### src/rtl/cec_filt_pkg.sv
package cec_filt_pkg;

   typedef enum logic [1:0] {
      DEC_DROP   = 2'd0,
      DEC_OWN    = 2'd1,
      DEC_LISTEN = 2'd2,
      DEC_BCAST  = 2'd3
   } cec_dec_e;

   localparam int CFG_EN_BIT  = 0;
   localparam int CFG_LSN_BIT = 1;
   localparam int CFG_SFT_BIT = 2;
   localparam int CFG_MAP_LSB = 3;

   function automatic logic dec_accept(cec_dec_e d);
      return d != DEC_DROP;
   endfunction

   function automatic logic dec_ack(cec_dec_e d);
      return d == DEC_OWN;
   endfunction

endpackage

### src/rtl/cec_filt_cfg.sv
module cec_filt_cfg
   import cec_filt_pkg::*;
#(
   parameter int N_ADDR = 15,
   parameter int CFG_W  = N_ADDR + CFG_MAP_LSB
) (
   input  logic              clk,
   input  logic              rst_n,
   input  logic              we,
   input  logic [CFG_W-1:0]  wdata,
   output logic              en,
   output logic              listen,
   output logic              sft_auto,
   output logic [N_ADDR-1:0] own_map
);

   if (CFG_W != N_ADDR + CFG_MAP_LSB) begin : g_bad_cfg_w
      $error("cec_filt_cfg: CFG_W must equal N_ADDR + CFG_MAP_LSB");
   end

   always_ff @(posedge clk or negedge rst_n) begin
      if (!rst_n) begin
         en       <= 1'b0;
         listen   <= 1'b0;
         sft_auto <= 1'b0;
         own_map  <= '0;
      end else if (we) begin
         en <= wdata[CFG_EN_BIT];
         if (!en) begin
            listen   <= wdata[CFG_LSN_BIT];
            sft_auto <= wdata[CFG_SFT_BIT];
            own_map  <= wdata[CFG_MAP_LSB +: N_ADDR];
         end
      end
   end

endmodule

### src/rtl/cec_filt_match.sv
module cec_filt_match
   import cec_filt_pkg::*;
#(
   parameter int ADDR_W     = 4,
   parameter int N_ADDR     = (1 << ADDR_W) - 1,
   parameter int MATCH_IMPL = 0
) (
   input  logic [ADDR_W-1:0] dest,
   input  logic [N_ADDR-1:0] own_map,
   input  logic              listen,
   output cec_dec_e          dec
);

   localparam int SLOTS = 1 << ADDR_W;
   localparam logic [ADDR_W-1:0] BCAST = ADDR_W'(SLOTS - 1);

   logic hit;
   logic bcast;

   if (MATCH_IMPL == 0) begin : g_mux
      logic [SLOTS-1:0] map_x;
      assign map_x = SLOTS'(own_map);
      assign hit   = map_x[dest];
   end else begin : g_decode
      logic [N_ADDR-1:0] hit_vec;
      for (genvar g = 0; g < N_ADDR; g++) begin : g_slot
         assign hit_vec[g] = own_map[g] && (dest == ADDR_W'(g));
      end
      assign hit = |hit_vec;
   end

   assign bcast = (dest == BCAST);

   always_comb begin
      if (bcast)       dec = DEC_BCAST;
      else if (hit)    dec = DEC_OWN;
      else if (listen) dec = DEC_LISTEN;
      else             dec = DEC_DROP;
   end

endmodule

### src/rtl/cec_filt_seq.sv
module cec_filt_seq
   import cec_filt_pkg::*;
#(
   parameter int ADDR_W   = 4,
   parameter int HDR_BITS = 10
) (
   input  logic              clk,
   input  logic              rst_n,
   input  logic              en,
   input  logic              bit_vld,
   input  logic              bit_val,
   input  logic              msg_done,
   input  cec_dec_e          dec,
   output logic [ADDR_W-1:0] hdr_dest,
   output logic              rx_accept,
   output logic              ack_drive,
   output logic              hdr_valid,
   output logic [ADDR_W-1:0] init_addr,
   output logic [ADDR_W-1:0] dest_addr
);

   localparam int ADDR_BITS = 2 * ADDR_W;
   localparam int EOM_IDX   = ADDR_BITS;
   localparam int ACK_IDX   = EOM_IDX + 1;
   localparam int CNT_W     = $clog2(HDR_BITS + 1);

   if (HDR_BITS != ACK_IDX + 1) begin : g_bad_hdr
      $error("cec_filt_seq: HDR_BITS must be 2*ADDR_W + 2");
   end

   logic [CNT_W-1:0]     cnt;
   logic [ADDR_BITS-1:0] shreg;

   assign hdr_dest = shreg[ADDR_W-1:0];

   always_ff @(posedge clk or negedge rst_n) begin
      if (!rst_n) begin
         cnt       <= '0;
         shreg     <= '0;
         rx_accept <= 1'b0;
         ack_drive <= 1'b0;
         hdr_valid <= 1'b0;
         init_addr <= '0;
         dest_addr <= '0;
      end else if (!en) begin
         cnt       <= '0;
         shreg     <= '0;
         rx_accept <= 1'b0;
         ack_drive <= 1'b0;
         hdr_valid <= 1'b0;
         init_addr <= '0;
         dest_addr <= '0;
      end else if (msg_done) begin
         cnt       <= '0;
         shreg     <= '0;
         rx_accept <= 1'b0;
         ack_drive <= 1'b0;
         hdr_valid <= 1'b0;
      end else begin
         hdr_valid <= 1'b0;
         if (bit_vld && (cnt < CNT_W'(HDR_BITS))) begin
            cnt <= cnt + 1'b1;
            if (cnt < CNT_W'(ADDR_BITS)) begin
               shreg <= {shreg[ADDR_BITS-2:0], bit_val};
            end
            if (cnt == CNT_W'(EOM_IDX)) begin
               rx_accept <= dec_accept(dec);
               ack_drive <= dec_ack(dec);
               hdr_valid <= 1'b1;
               init_addr <= shreg[ADDR_BITS-1:ADDR_W];
               dest_addr <= shreg[ADDR_W-1:0];
            end
            if (cnt == CNT_W'(ACK_IDX)) begin
               ack_drive <= 1'b0;
            end
         end
      end
   end

endmodule

### src/rtl/cec_filt_sft.sv
module cec_filt_sft (
   input  logic clk,
   input  logic rst_n,
   input  logic en,
   input  logic sft_auto,
   input  logic tx_som,
   input  logic msg_done,
   output logic sft_start
);

   always_ff @(posedge clk or negedge rst_n) begin
      if (!rst_n) sft_start <= 1'b0;
      else        sft_start <= en && (sft_auto ? msg_done : tx_som);
   end

endmodule

### src/rtl/cec_hdr_filter.sv
module cec_hdr_filter
   import cec_filt_pkg::*;
#(
   parameter int ADDR_W     = 4,
   parameter int HDR_BITS   = 2 * ADDR_W + 2,
   parameter int MATCH_IMPL = 0,
   parameter int N_ADDR     = (1 << ADDR_W) - 1,
   parameter int CFG_W      = N_ADDR + CFG_MAP_LSB
) (
   input  logic              clk,
   input  logic              rst_n,
   input  logic              cfg_we,
   input  logic [CFG_W-1:0]  cfg_wdata,
   input  logic              bit_vld,
   input  logic              bit_val,
   input  logic              msg_done,
   input  logic              tx_som,
   output logic              rx_accept,
   output logic              ack_drive,
   output logic              hdr_valid,
   output logic [ADDR_W-1:0] init_addr,
   output logic [ADDR_W-1:0] dest_addr,
   output logic              sft_start
);

   if (ADDR_W < 2) begin : g_bad_addr_w
      $error("cec_hdr_filter: ADDR_W must be at least 2");
   end
   if (N_ADDR != (1 << ADDR_W) - 1) begin : g_bad_n_addr
      $error("cec_hdr_filter: N_ADDR must be 2**ADDR_W - 1");
   end
   if (MATCH_IMPL < 0 || MATCH_IMPL > 1) begin : g_bad_impl
      $error("cec_hdr_filter: MATCH_IMPL must be 0 or 1");
   end

   logic              cfg_en;
   logic              cfg_listen;
   logic              cfg_sft_auto;
   logic [N_ADDR-1:0] cfg_map;
   logic [ADDR_W-1:0] hdr_dest;
   cec_dec_e          dec;

   cec_filt_cfg #(.N_ADDR(N_ADDR), .CFG_W(CFG_W)) u_cfg (
      .clk      (clk),
      .rst_n    (rst_n),
      .we       (cfg_we),
      .wdata    (cfg_wdata),
      .en       (cfg_en),
      .listen   (cfg_listen),
      .sft_auto (cfg_sft_auto),
      .own_map  (cfg_map)
   );

   cec_filt_match #(.ADDR_W(ADDR_W), .N_ADDR(N_ADDR), .MATCH_IMPL(MATCH_IMPL)) u_match (
      .dest    (hdr_dest),
      .own_map (cfg_map),
      .listen  (cfg_listen),
      .dec     (dec)
   );

   cec_filt_seq #(.ADDR_W(ADDR_W), .HDR_BITS(HDR_BITS)) u_seq (
      .clk       (clk),
      .rst_n     (rst_n),
      .en        (cfg_en),
      .bit_vld   (bit_vld),
      .bit_val   (bit_val),
      .msg_done  (msg_done),
      .dec       (dec),
      .hdr_dest  (hdr_dest),
      .rx_accept (rx_accept),
      .ack_drive (ack_drive),
      .hdr_valid (hdr_valid),
      .init_addr (init_addr),
      .dest_addr (dest_addr)
   );

   cec_filt_sft u_sft (
      .clk       (clk),
      .rst_n     (rst_n),
      .en        (cfg_en),
      .sft_auto  (cfg_sft_auto),
      .tx_som    (tx_som),
      .msg_done  (msg_done),
      .sft_start (sft_start)
   );

endmodule

### config.mk
export PLATFORM = sky130hd
export DESIGN_NAME = cec_hdr_filter
export DESIGN_NICKNAME = d
export VERILOG_FILES = /design/src/rtl/cec_filt_pkg.sv /design/src/rtl/cec_filt_cfg.sv /design/src/rtl/cec_filt_match.sv /design/src/rtl/cec_filt_seq.sv /design/src/rtl/cec_filt_sft.sv /design/src/rtl/cec_hdr_filter.sv
export SDC_FILE = /design/constraint.sdc
export NUM_CORES = 1
export LEC_CHECK = 0
export BUFFER_PORTS_ARGS = -buffer_cell sky130_fd_sc_hd__clkbuf_2
export CAP_MARGIN = 20
export CORE_ASPECT_RATIO = 0.9
export CORE_MARGIN = 4
export CORE_UTILIZATION = 62
export CTS_BUF_LIST = sky130_fd_sc_hd__clkbuf_2 sky130_fd_sc_hd__clkbuf_4 sky130_fd_sc_hd__clkbuf_8
export DETAILED_ROUTE_END_ITERATION = 10
export PLACE_DENSITY = 0.87
export SLEW_MARGIN = 30
export SYNTH_ARGS = -nofsm -noshare
export SYNTH_HDL_FRONTEND = slang
export SYNTH_HIERARCHICAL = 1
export SYNTH_SLANG_ARGS = --single-unit
### constraint.sdc
create_clock -name clk -period 5.1 [get_ports clk]
set_input_delay 0.765 -clock clk [delete_from_list [all_inputs] [get_ports clk]]
set_output_delay 0.765 -clock clk [all_outputs]
set_load 0.05 [all_outputs]
==> Word-level counts from Yosys, hierarchy flattened <==
Index checks and enable logic that the tools add are counted.
{ "word_totals": {"reg_bits": 42, "input_bits": 25} }
{ "classes": {"addsub": 1, "order_cmp": 3, "n_eq_ne": 11, "n_mux": 34, "bitwise_logic": 1, "n_reduce_logical": 8} }
{ "op_table": {"columns": ["operator", "n"], "rows": [
  ["2-to-1 mux 4 bit", 11],
  ["2-to-1 mux 8 bit", 4],
  ["2-to-1 mux 1 bit", 15],
  ["== test 4 bit, second input constant", 3],
  ["inequality test 3 x 2 -> 1 bit, second input constant", 3],
  ["< comparator 4 bit, second input constant", 2],
  ["AND reduction 2 bit", 4],
  ["2-to-1 mux 2 bit", 3],
  ["< comparator 4 x 5 -> 1 bit, second input constant", 1],
  ["adder 4 x 1 -> 4 bit, second input constant", 1],
  ["binary-select mux 1 bit (select 4 bit)", 1],
  ["inequality test 2 x 1 -> 1 bit, second input constant", 2],
  ["inequality test 4 x 2 -> 1 bit, second input constant", 1],
  ["AND reduction 3 bit", 1],
  ["== test 2 x 1 -> 1 bit, second input constant", 1],
  ["logical AND 1 bit", 2],
  ["inequality test 2 bit, second input constant", 1],
  ["nonzero test 2 bit", 1],
  ["inverter 1 bit", 1]
]} }

==> Logic depth before layout (Yosys ltp) <==
Gate-level depths: netlist of the first run.
{ "logic_depth": {"depth_word": 10, "depth_mapped": 9, "ltp_nobuf": 7} }

==> Cells and area by module <==
Netlist of the first run, hierarchy kept.
{ "by_module_without_submodules": {"columns": ["module", "n_inst", "cells_per_inst", "area_per_inst_um2"], "rows": [
  ["cec_filt_seq", 1, 115, 1103.6],
  ["cec_filt_cfg", 1, 39, 735.7],
  ["cec_filt_match", 1, 25, 212.7],
  ["cec_filt_sft", 1, 3, 41.3]
]} }

==> Worst setup path before layout of the first run <==
No wires, ideal clock.
{ "synth_path": {"path_type": "register to register", "from": "register u_seq.shreg[1]", "to": "register u_seq.rx_accept", "arrival_ns": 1.877, "required_time_ns": 5.022, "setup_slack_ns": 3.145, "stages_incl_launch_ff": 10, "n_path_buf": 2, "path_cell_list": "dfrtp_1 buf_4 buf_6 mux2_4 o22a_1 a21oi_2 a221o_1 nor2_1 or3_1 a21oi_1"} }
{ "synth_via": {"elab_chain_cells": 9, "elab_cells_between_ends": 10, "cone_classes": "eq/ne (1); mux (8); reduce/logical (1)"} }
{ "synth_lines": {"columns": ["item", "line", "text"], "rows": [
  ["start, declared", "cec_filt_seq.sv:32", "logic [ADDR_BITS-1:0] shreg;"],
  ["start signal, assigned", "cec_filt_seq.sv:64", "shreg <= {shreg[ADDR_BITS-2:0], bit_val};"],
  ["binary-select mux 1 bit (select 4 bit)", "cec_filt_match.sv:23", "assign hit = map_x[dest];"],
  ["2-to-1 mux 1 bit (implied by the code)", "cec_filt_match.sv:23", null],
  ["2-to-1 mux 2 bit", "cec_filt_match.sv:36", "else if (hit) dec = DEC_OWN;"],
  ["2-to-1 mux 2 bit *", "cec_filt_match.sv:35", "if (bcast) dec = DEC_BCAST;"],
  ["named net dec[1]", "cec_hdr_filter.sv:41", "cec_dec_e dec;"],
  ["nonzero test 2 bit *", "cec_filt_pkg.sv:16", "return d != DEC_DROP;"],
  ["2-to-1 mux 1 bit *", "cec_filt_seq.sv:66", "if (cnt == CNT_W'(EOM_IDX)) begin"],
  ["2-to-1 mux 1 bit *", "cec_filt_seq.sv:61", "if (bit_vld && (cnt < CNT_W'(HDR_BITS))) begin"],
  ["2-to-1 mux 1 bit *", "cec_filt_seq.sv:53", "end else if (msg_done) begin"],
  ["2-to-1 mux 1 bit *", "cec_filt_seq.sv:45", "end else if (!en) begin"],
  ["end signal, assigned", "cec_filt_seq.sv:67", "rx_accept <= dec_accept(dec);"],
  ["end, declared", "cec_filt_seq.sv:15", "output logic rx_accept,"]
]} }
The timed path passes the listed nets; every way through them passes the cells marked *. The select of a mux whose other input is x is not followed.
A chain may end at the register's enable or synchronous reset.

==> Final worst setup path of the first run <==
Ends and elaborated chain as after synthesis.

==> summary by stage, run 1 <==
GRT
The met1 track demand over resource is between 20% and 30%. Global routing used 20.1% of the available tracks across all layers. Entering global routing, the biggest net connects 43 pins. After global routing, the most crowded layer is met2. The initial antenna violation count was 0. The first global-routing pass estimated approximately 6900 um of wire. The via count of the first global-routing pass is ~1500. Global routing finished with a remaining overflow of 0.

The met3 usage is about 5.6%. Global routing consumed, on the met2 layer, about a third of the routing resources.

CTS
The number of clock buffers inserted by TritonCTS is 5. In this run the deepest clock path goes through 2 buffers. The clock-pin slew on the worst setup and hold paths is roughly 0.080 ns. The cell at the root of the clock tree is sky130_fd_sc_hd__clkbuf_8. The CTS tree is done. The post-CTS setup-driven buffer insertion count is 0. The clock net in this run drives a total of 42 sinks. The post-cts repair resize count is 0.

The H-tree was split into 2 levels. At the later pin of the worst-skew pair, clock insertion delay measures approximately 0.30 ns. In this run, post-CTS hold repair placed 0 buffers.

Finish
The multi-input combinational cells in the finished layout cover a total of just over 900 sq um. The repair_antennas step left the layout with diodes totalling 0. The count of fill cells added during filler insertion is approximately 220. For this run, the post-layout net count is between 200 and 250. The final core utilization is ~75%. Cells with a size suffix above 1 make up 34.1% of the layout. Compared with the post-synthesis result, the final layout area differs by 12.1%. With fillers left out, the area of the finished cells amounts to about 0.0023 sq mm. In the final layout, flip-flops and latches occupy roughly 0.0011 sq mm.

Floorplan
The floorplan has 19 rows. The placeable core region is about 0.0031 sq mm. The initial standard-cell utilization of the core is about two thirds.

Measured along the x axis, the die boundary spans 69.3 um. The floorplan step defined a die boundary enclosing 0.00437 sq mm. The boundary pin count is 37.

The die span in y is about 63 um.

Worst hold path
The min-delay analysis places its worst path in the category in -> async.

STA
The clock period could shrink to about 2.1 ns. Setup total negative slack on the finished layout was measured at 0 ns. The transition time at the pin with the least slew margin is ~0.7 ns. Setup repair after global routing left no endpoint under its margin. The worst path uses between 40% and 50% of the clock period.

The final hold slack is about 0.44 ns. Static timing analysis puts the maximum clock frequency at roughly 470 MHz. The number of hold violations in the final report is 0. The relative slew slack is around 53%. The setup-violating endpoint count in the final report is 0. The number of max-slew violations in the final report is 0. The worst clock skew is 0.00976 ns.

Placed design
The final estimated routing congestion in global placement is between 0.8 and 0.9. Summed over all nets, the half-perimeter wirelength after detailed placement is between 2000 and 3000 um. Buffers placed on the I/O ports in this run total 36. The placed instance area is ~0.0022 sq mm.

Synthesis
The sequential area share after synthesis is between 50% and 60%. The dominant combinational cell family by area after synthesis is multiplexers. During synthesis, Yosys emitted a total of 6 warnings.

When the netlist entered floorplanning its net count stood at ~210. The cell count after synthesis came out at ~180. The xor and xnor area share after synthesis is 0%. The simple-gate share of the synthesized area is roughly 15%. After synthesis, the netlist uses 41 different library cells. The most frequently used flop master after synthesis is sky130_fd_sc_hd__dfrtp_1. After synthesis the cells add up to 0.00209 sq mm. Of the post-synthesis cell area, the part taken by muxes is 19.7%.

Averaged over all synthesized cells, the footprint is between 10 and 15 sq um. Of the total synthesized cell area, the portion taken by full adders, half adders and majority gates is 1.20%. The number of enable flip-flop cells after synthesis is 0.

The flop and latch count out of synthesis is 42. Counting flops with an async set or reset pin after synthesis yields a share of 100%. Summing the areas of all compound-gate instances in the mapped netlist gives between 8 and 9% of the synthesized area.

Job
The max-capacitance violation count is 0.

Routing
The number of iterations in the first detailed-routing pass is 4. Wires add up to a little under 4000 um. In the final routed layout, each cell accounts on average for roughly 15 um. In this run the remaining antenna-violating nets after routing total 0. Using the TritonRoute via totals, the vias-per-cell ratio works out to between 5 and 6. The final route contains 1431 vias. The post-route DRC violation count is 0. The initial detailed-routing violation count is 100.

Worst setup path
The critical path data required time is ~5.3 ns. The maximum net fanout on the critical path is 12. The data arrival at the endpoint of the critical path is around 2.4 ns. The critical path in this run is classified as reg -> reg. STA classifies the critical path startpoint as a flip-flop. STA classifies the critical path endpoint as a flip-flop.

Power
The worst vdd rail ir drop is approximately 0.32 mV. Power spread over the standard cell area amounts to about 320 mW/mm^2. Total power for the finished layout comes to 759 uW. Summed over all cells, the static leakage comes to between 0.001 and 0.0015 uW.

Run status
The flow ran to the end, and the final reports show no timing, DRC or antenna violations.
-- placed cells by master (no fill, tap or decap), types with 2 or more instances in the layout --
cell type / Yosys / layout
sky130_fd_sc_hd__dfrtp_1: 42 / 42
sky130_fd_sc_hd__o22a_1: 2 / 2
sky130_fd_sc_hd__clkbuf_8: 0 / 5
sky130_fd_sc_hd__a211o_1: 2 / 2
sky130_fd_sc_hd__mux2_2: 9 / 9
sky130_fd_sc_hd__a21oi_1: 11 / 11
sky130_fd_sc_hd__nand2_1: 37 / 37
sky130_fd_sc_hd__mux2_4: 12 / 12
sky130_fd_sc_hd__o21ai_0: 3 / 3
sky130_fd_sc_hd__nor2b_1: 5 / 5
sky130_fd_sc_hd__ha_1: 2 / 2
sky130_fd_sc_hd__nor2_1: 5 / 5
sky130_fd_sc_hd__inv_1: 4 / 4
sky130_fd_sc_hd__clkbuf_2: 0 / 35
sky130_fd_sc_hd__buf_4: 5 / 2
sky130_fd_sc_hd__mux2i_1: 13 / 13
-- power breakdown --
part | leakage [uW] | internal (uW) | total (uW) | switching, uW
clock network | 0.0000548 | 151 | 266 | 114
logic | 0.000454 | 60.6 | 106 | 45.1
registers | 0.000544 | 362 | 387 | 25.4
-- Yosys cell counts, drive strengths merged, types with 2 or more instances --
library cell | instances | share of area (%)
dfrtp | 42 | 50
nand2 | 37 | 6.6
mux2 | 21 | 13
mux2i | 13 | 6.2
a21oi | 12 | 3.0
buf | 12 | 4.7
nor2b | 6 | 2.2
nor2 | 5 | 0.90
inv | 4 | 0.72
o21ai | 3 | 0.72
a211o | 2 | 0.84
a22oi | 2 | 0.96
and2b | 2 | 0.84
ha | 2 | 1.2
o22a | 2 | 0.84
-- worst paths after layout --
kind / to / depth (start not counted) / slack, ns / startpoint
min in group clk: u_cfg/own_map[12] / 1 / 0.51 / u_cfg/own_map[12]
max in group asynchronous: u_seq/cnt[1] / 1 / 4.31 / rst_n
worst min register to register: u_cfg/own_map[12] / 1 / 0.51 / u_cfg/own_map[12]
worst max-delay path: u_seq/rx_accept / 7 / 2.98 / u_seq/shreg[1]
worst min-delay path: u_seq/shreg[3] / 1 / 0.44 / rst_n
worst max register to register: u_seq/rx_accept / 7 / 2.98 / u_seq/shreg[1]
-- flip-flops by register name, summed over array words and instances, names as in the netlist --
name,flops
u_cfg/en,1
u_cfg/listen,1
u_cfg/own_map,15
u_cfg/sft_auto,1
u_seq/ack_drive,1
u_seq/cnt,4
u_seq/dest_addr,4
u_seq/hdr_valid,1
u_seq/init_addr,4
u_seq/rx_accept,1
u_seq/shreg,8
u_sft/sft_start,1
-- per-stage QoR --
step,setup WS [ns],instances
after detailed placement,3.00,248
after CTS,3.00,256
after floorplan,3.14,182
after global placement,3.09,248
final,2.98,256
after global routing,2.81,256
-- critical path, cell delays in order (launching register included) --
cell                      delay, ns
sky130_fd_sc_hd__dfrtp_1       0.63
sky130_fd_sc_hd__mux2_2        0.40
sky130_fd_sc_hd__o22a_1        0.17
sky130_fd_sc_hd__a21oi_2       0.14
sky130_fd_sc_hd__a221o_1       0.18
sky130_fd_sc_hd__nor2_1        0.06
sky130_fd_sc_hd__or3_1         0.32
sky130_fd_sc_hd__a21oi_1       0.15
-- per-layer routing --
metal | wire [um] | up-vias
met5 | 0 | -
met4 | 100 | 0
met3 | 231 | 12
met2 | 1930 | 46
met1 | 1700 | 692
li1 | - | 681
-- area by class of cell --
class                   count  share of cell area [%]
clock buffers               6                    3.25
clock inverters             2                    1.60
inverters                   4                   0.640
multi-input cells         123                    39.4
flip-flops and latches     42                    44.8
well taps                  42                    2.24
repair buffers             37                    8.10
-- logic make-up (layout without fill, tap and decap cells) --
kind of cell	Yosys count	in the layout
AOI/OAI and AO/OA	27	27
DFF	42	42
buffers and inverters	17	49
muxes	34	34
and+or+nand+nor	60	60
adders and majority gates	2	2
Note: power is estimated with default switching activity, not from simulation.
==> run 2, diff against run 1 <==
--- a/config.mk
+++ b/config.mk
@@ -9,10 +9,10 @@
 export CAP_MARGIN = 20
 export CORE_ASPECT_RATIO = 0.9
 export CORE_MARGIN = 4
-export CORE_UTILIZATION = 62
+export CORE_UTILIZATION = 57
 export CTS_BUF_LIST = sky130_fd_sc_hd__clkbuf_2 sky130_fd_sc_hd__clkbuf_4 sky130_fd_sc_hd__clkbuf_8
 export DETAILED_ROUTE_END_ITERATION = 10
-export PLACE_DENSITY = 0.87
+export PLACE_DENSITY = 0.81
 export SLEW_MARGIN = 30
 export SYNTH_ARGS = -nofsm -noshare
 export SYNTH_HDL_FRONTEND = slang
==> constraint.sdc (replaced) <==
create_clock -name clk -period 2 [get_ports clk]
set_input_delay 0.3 -clock clk [delete_from_list [all_inputs] [get_ports clk]]
set_output_delay 0.3 -clock clk [all_outputs]
set_load 0.05 [all_outputs]
==> summary by stage, run 2 (synthesized netlist as in run 1, its figures left out) <==
STA
The final hold slack is 0.0676 ns (-0.370 ns). The transition time at the pin with the least slew margin was 0.513 ns (-0.189 ns). The number of max-slew violations in the final report is 0 (unchanged). The setup-violating endpoint count in the final report was 0 (unchanged). The period utilization is 98.1% (+56 points).

The worst clock skew was 0.00400 ns (-0.00576 ns). The highest clock frequency the design can meet is 510 MHz (+8.3%). The relative slew slack is 65.8% (+13 points). The clock period minus worst slack is 1.96 ns (-0.162 ns). Setup repair after global routing could not meet its margin everywhere. The number of hold violations in the final report is 0 (unchanged). The post-route worst setup slack is 0.0388 ns (-2.94 ns).

Worst setup path
The slowest stage of the critical path is the sky130_fd_sc_hd__dfrtp_1 cell. The worst setup path is of the reg -> reg kind. In this design, the largest share of critical-path delay is due to compound AO/OA/AOI/OAI gates. The maximum net fanout on the critical path was 8 (-4).

The most critical setup path has its startpoint at u_seq/shreg[0]. The worst stage delay on the critical path is 0.46 ns (-0.17 ns). The endpoint of the worst-slack reg-to-reg timing path is u_seq/rx_accept. The path depth of the worst reg2reg path is 7 (unchanged).

The critical path data required time is 2.22 ns (-3.10 ns). The critical path goes through or2_2 -> o22a_1 -> a21oi_2 -> a221o_1 -> nor2_1 -> or3_1 -> a21oi_1. The worst-case register-to-register setup slack came to 0.04 ns (-2.94 ns). The total stage count of the critical path is 7 (unchanged). The reg-to-reg startpoint is u_seq/shreg[0]. The number of buffers and inverters on the critical path is 0 (unchanged).

The data arrival at the endpoint of the critical path was 2.18 ns (-0.17 ns). STA classifies the critical path startpoint as a flip-flop. STA classifies the critical path endpoint as a flip-flop.

Finish
The count of fill cells added during filler insertion is 264 (+18%). The area growth from synthesis to layout is 14.4%. The final non-filler cell total came to 265 (+3.5%). The largest registers in the layout are u_cfg/own_map x15, u_seq/shreg x8. In the layout the commonest cells are sky130_fd_sc_hd__dfrtp_1 (41), sky130_fd_sc_hd__nand2_1 (37), sky130_fd_sc_hd__clkbuf_2 (36), sky130_fd_sc_hd__mux2_4 (12), sky130_fd_sc_hd__mux2i_1 (12).

The share of cells above drive strength 1 is 37.6% (+3.4 points). The area taken by flip-flops and latches came to 0.00105 sq mm (+0.12%). The area of combinational cells with multiple inputs is 933 sq um (+0.95%). The count of nets after finishing is 247 (+2.9%). The register ranked first by flip-flop count is u_cfg/own_map.

The final core utilization is 69.3% (-5.5 points). The library cell used most frequently in the layout, excluding fill and tap cells, is sky130_fd_sc_hd__dfrtp_1. The cell area after layout is 0.00239 sq mm (+2.0%).

The flip-flop count of the largest register, all copies and words added is 15 (unchanged). The antenna cell count is 0 (unchanged).

Placed design
The final estimated routing congestion in global placement came to 0.914 (+2.4%). The detailed-placement wirelength estimate came to 3110 um (+7.6%). The cell count after placement is 257 (+3.6%). The number of port buffers came to 36 (unchanged).

The pre-CTS setup slack is 0.0579 ns (-2.95 ns). The placed instance area is 0.00229 sq mm (+2.5%).

GRT
The global routing's busiest layer is met2. The met3 usage was 6.42% (+0.86 points). The met1 track demand over resource is 26.0% (+2.4 points).

The global-route wire length before repair is 7330 um (+5.8%). The via count of the first global-routing pass is 1501 (-0.92%). The maximum number of pins on one net before global-route repair came to 43 (unchanged). The residual overflow from global routing is 0 (unchanged). The initial antenna violation count is 0 (unchanged). The total global-route track usage is 20.5% (+0.42 points).

The met2 usage in global routing is 33.1% (-0.79 points).

Floorplan
The number of rows in the core area is 20 (+1). The die extent in x is 71.9 um (+3.8%). The overall die area was 0.00471 sq mm (+7.7%).

The placeable core region was 0.00345 sq mm (+10%). The die span in y was 65.5 um (+3.7%). The initial standard-cell utilization of the core is 60.6% (-6.1 points). The boundary pin count was 37 (unchanged).

CTS
The maximum clock path buffer count came to 2 (unchanged). TritonCTS built the clock tree. The clock sink total is 42 (unchanged).

The clock-pin slew on the worst setup and hold paths came to 0.08 ns (about the same). The hold-fix buffer count after cts came to 0 (unchanged). The number of clock buffers inserted by TritonCTS is 5 (unchanged). The cell at the root of the clock tree is sky130_fd_sc_hd__clkbuf_8. The post-CTS setup-driven buffer insertion count is 0 (unchanged). The maximum level of the CTS H-tree is 2 (unchanged).

The clock latency of the later-clocked register in the worst-skew pair is 0.29 ns (about the same).

Routing
The routed wire length is 4240 um (+7.1%). The post-route DRC violation count is 0 (unchanged). The detail-routed via count per cell was 5.54 (-0.97%). The initial detailed-routing violation count is 109 (+9.0%). The routed via count is 1467 (+2.5%). The remaining antenna violation count after routing was 0 (unchanged). The routed length per instance was 16.0 um (+3.5%). The number of iterations in the first detailed-routing pass is 4 (unchanged).

Power
The worst vdd rail ir drop is 0.571 mV (+79%). The leakage power figure was 0.00109 uW (+3.2%). The power per cell area is 770 mW/mm^2 (+140%).

Job
The max-capacitance violation count is 0 (unchanged).

Worst hold path
The worst hold path belongs to the class in -> async.

Run status
The flow ran to the end, and the final reports show no timing, DRC or antenna violations.
-- run 2: layout make-up --
class                           instances  share of cell area [%]
Sequential cell                        42                    43.9
Tap cell                               44                    2.30
Multi-Input combinational cell        123                    39.0
Inverter                                4                   0.627
Clock buffer                            7                    3.76
Timing Repair Buffer                   44                    10.2
Clock inverter                          1                   0.209
-- run 2: where the power goes --
part	total (uW)	switching, uW	leakage (uW)	internal (uW)
logic	296	131	0.000493	165
registers	978	55.4	0.000542	923
clock network	570	278	0.0000517	292
total	1840	465	0.00109	1380
-- run 2: layer usage --
| layer | vias to the layer above | routed length (um) |
|---|---|---|
| li1 | 695 | - |
| met1 | 708 | 1780 |
| met2 | 58 | 2110 |
| met3 | 6 | 306 |
| met4 | 0 | 53 |
| met5 | - | 0 |
-- run 2: worst max path at each step --
stage                                 end  slack [ns]
after floorplan           u_seq/rx_accept        0.04
after global placement    u_seq/rx_accept        0.15
after detailed placement  u_seq/rx_accept        0.06
after CTS                 u_seq/rx_accept        0.04
after global routing      u_seq/rx_accept       -0.05
final                     u_seq/rx_accept        0.04
-- run 2: what timing repair did --
item / 4_1_cts / 5_1_grt
endpoints found under the setup margin: 0 / 2
hold endpoints to repair: 0 / 0
resized for setup: 0 / 4
-- run 2: stage by stage --
step,total power [uW],TNS [ns]
after global placement,1260,0
after CTS,1850,0
final,1840,0
after global routing,1940,-0.0559
after detailed placement,1280,0
after floorplan,1190,0
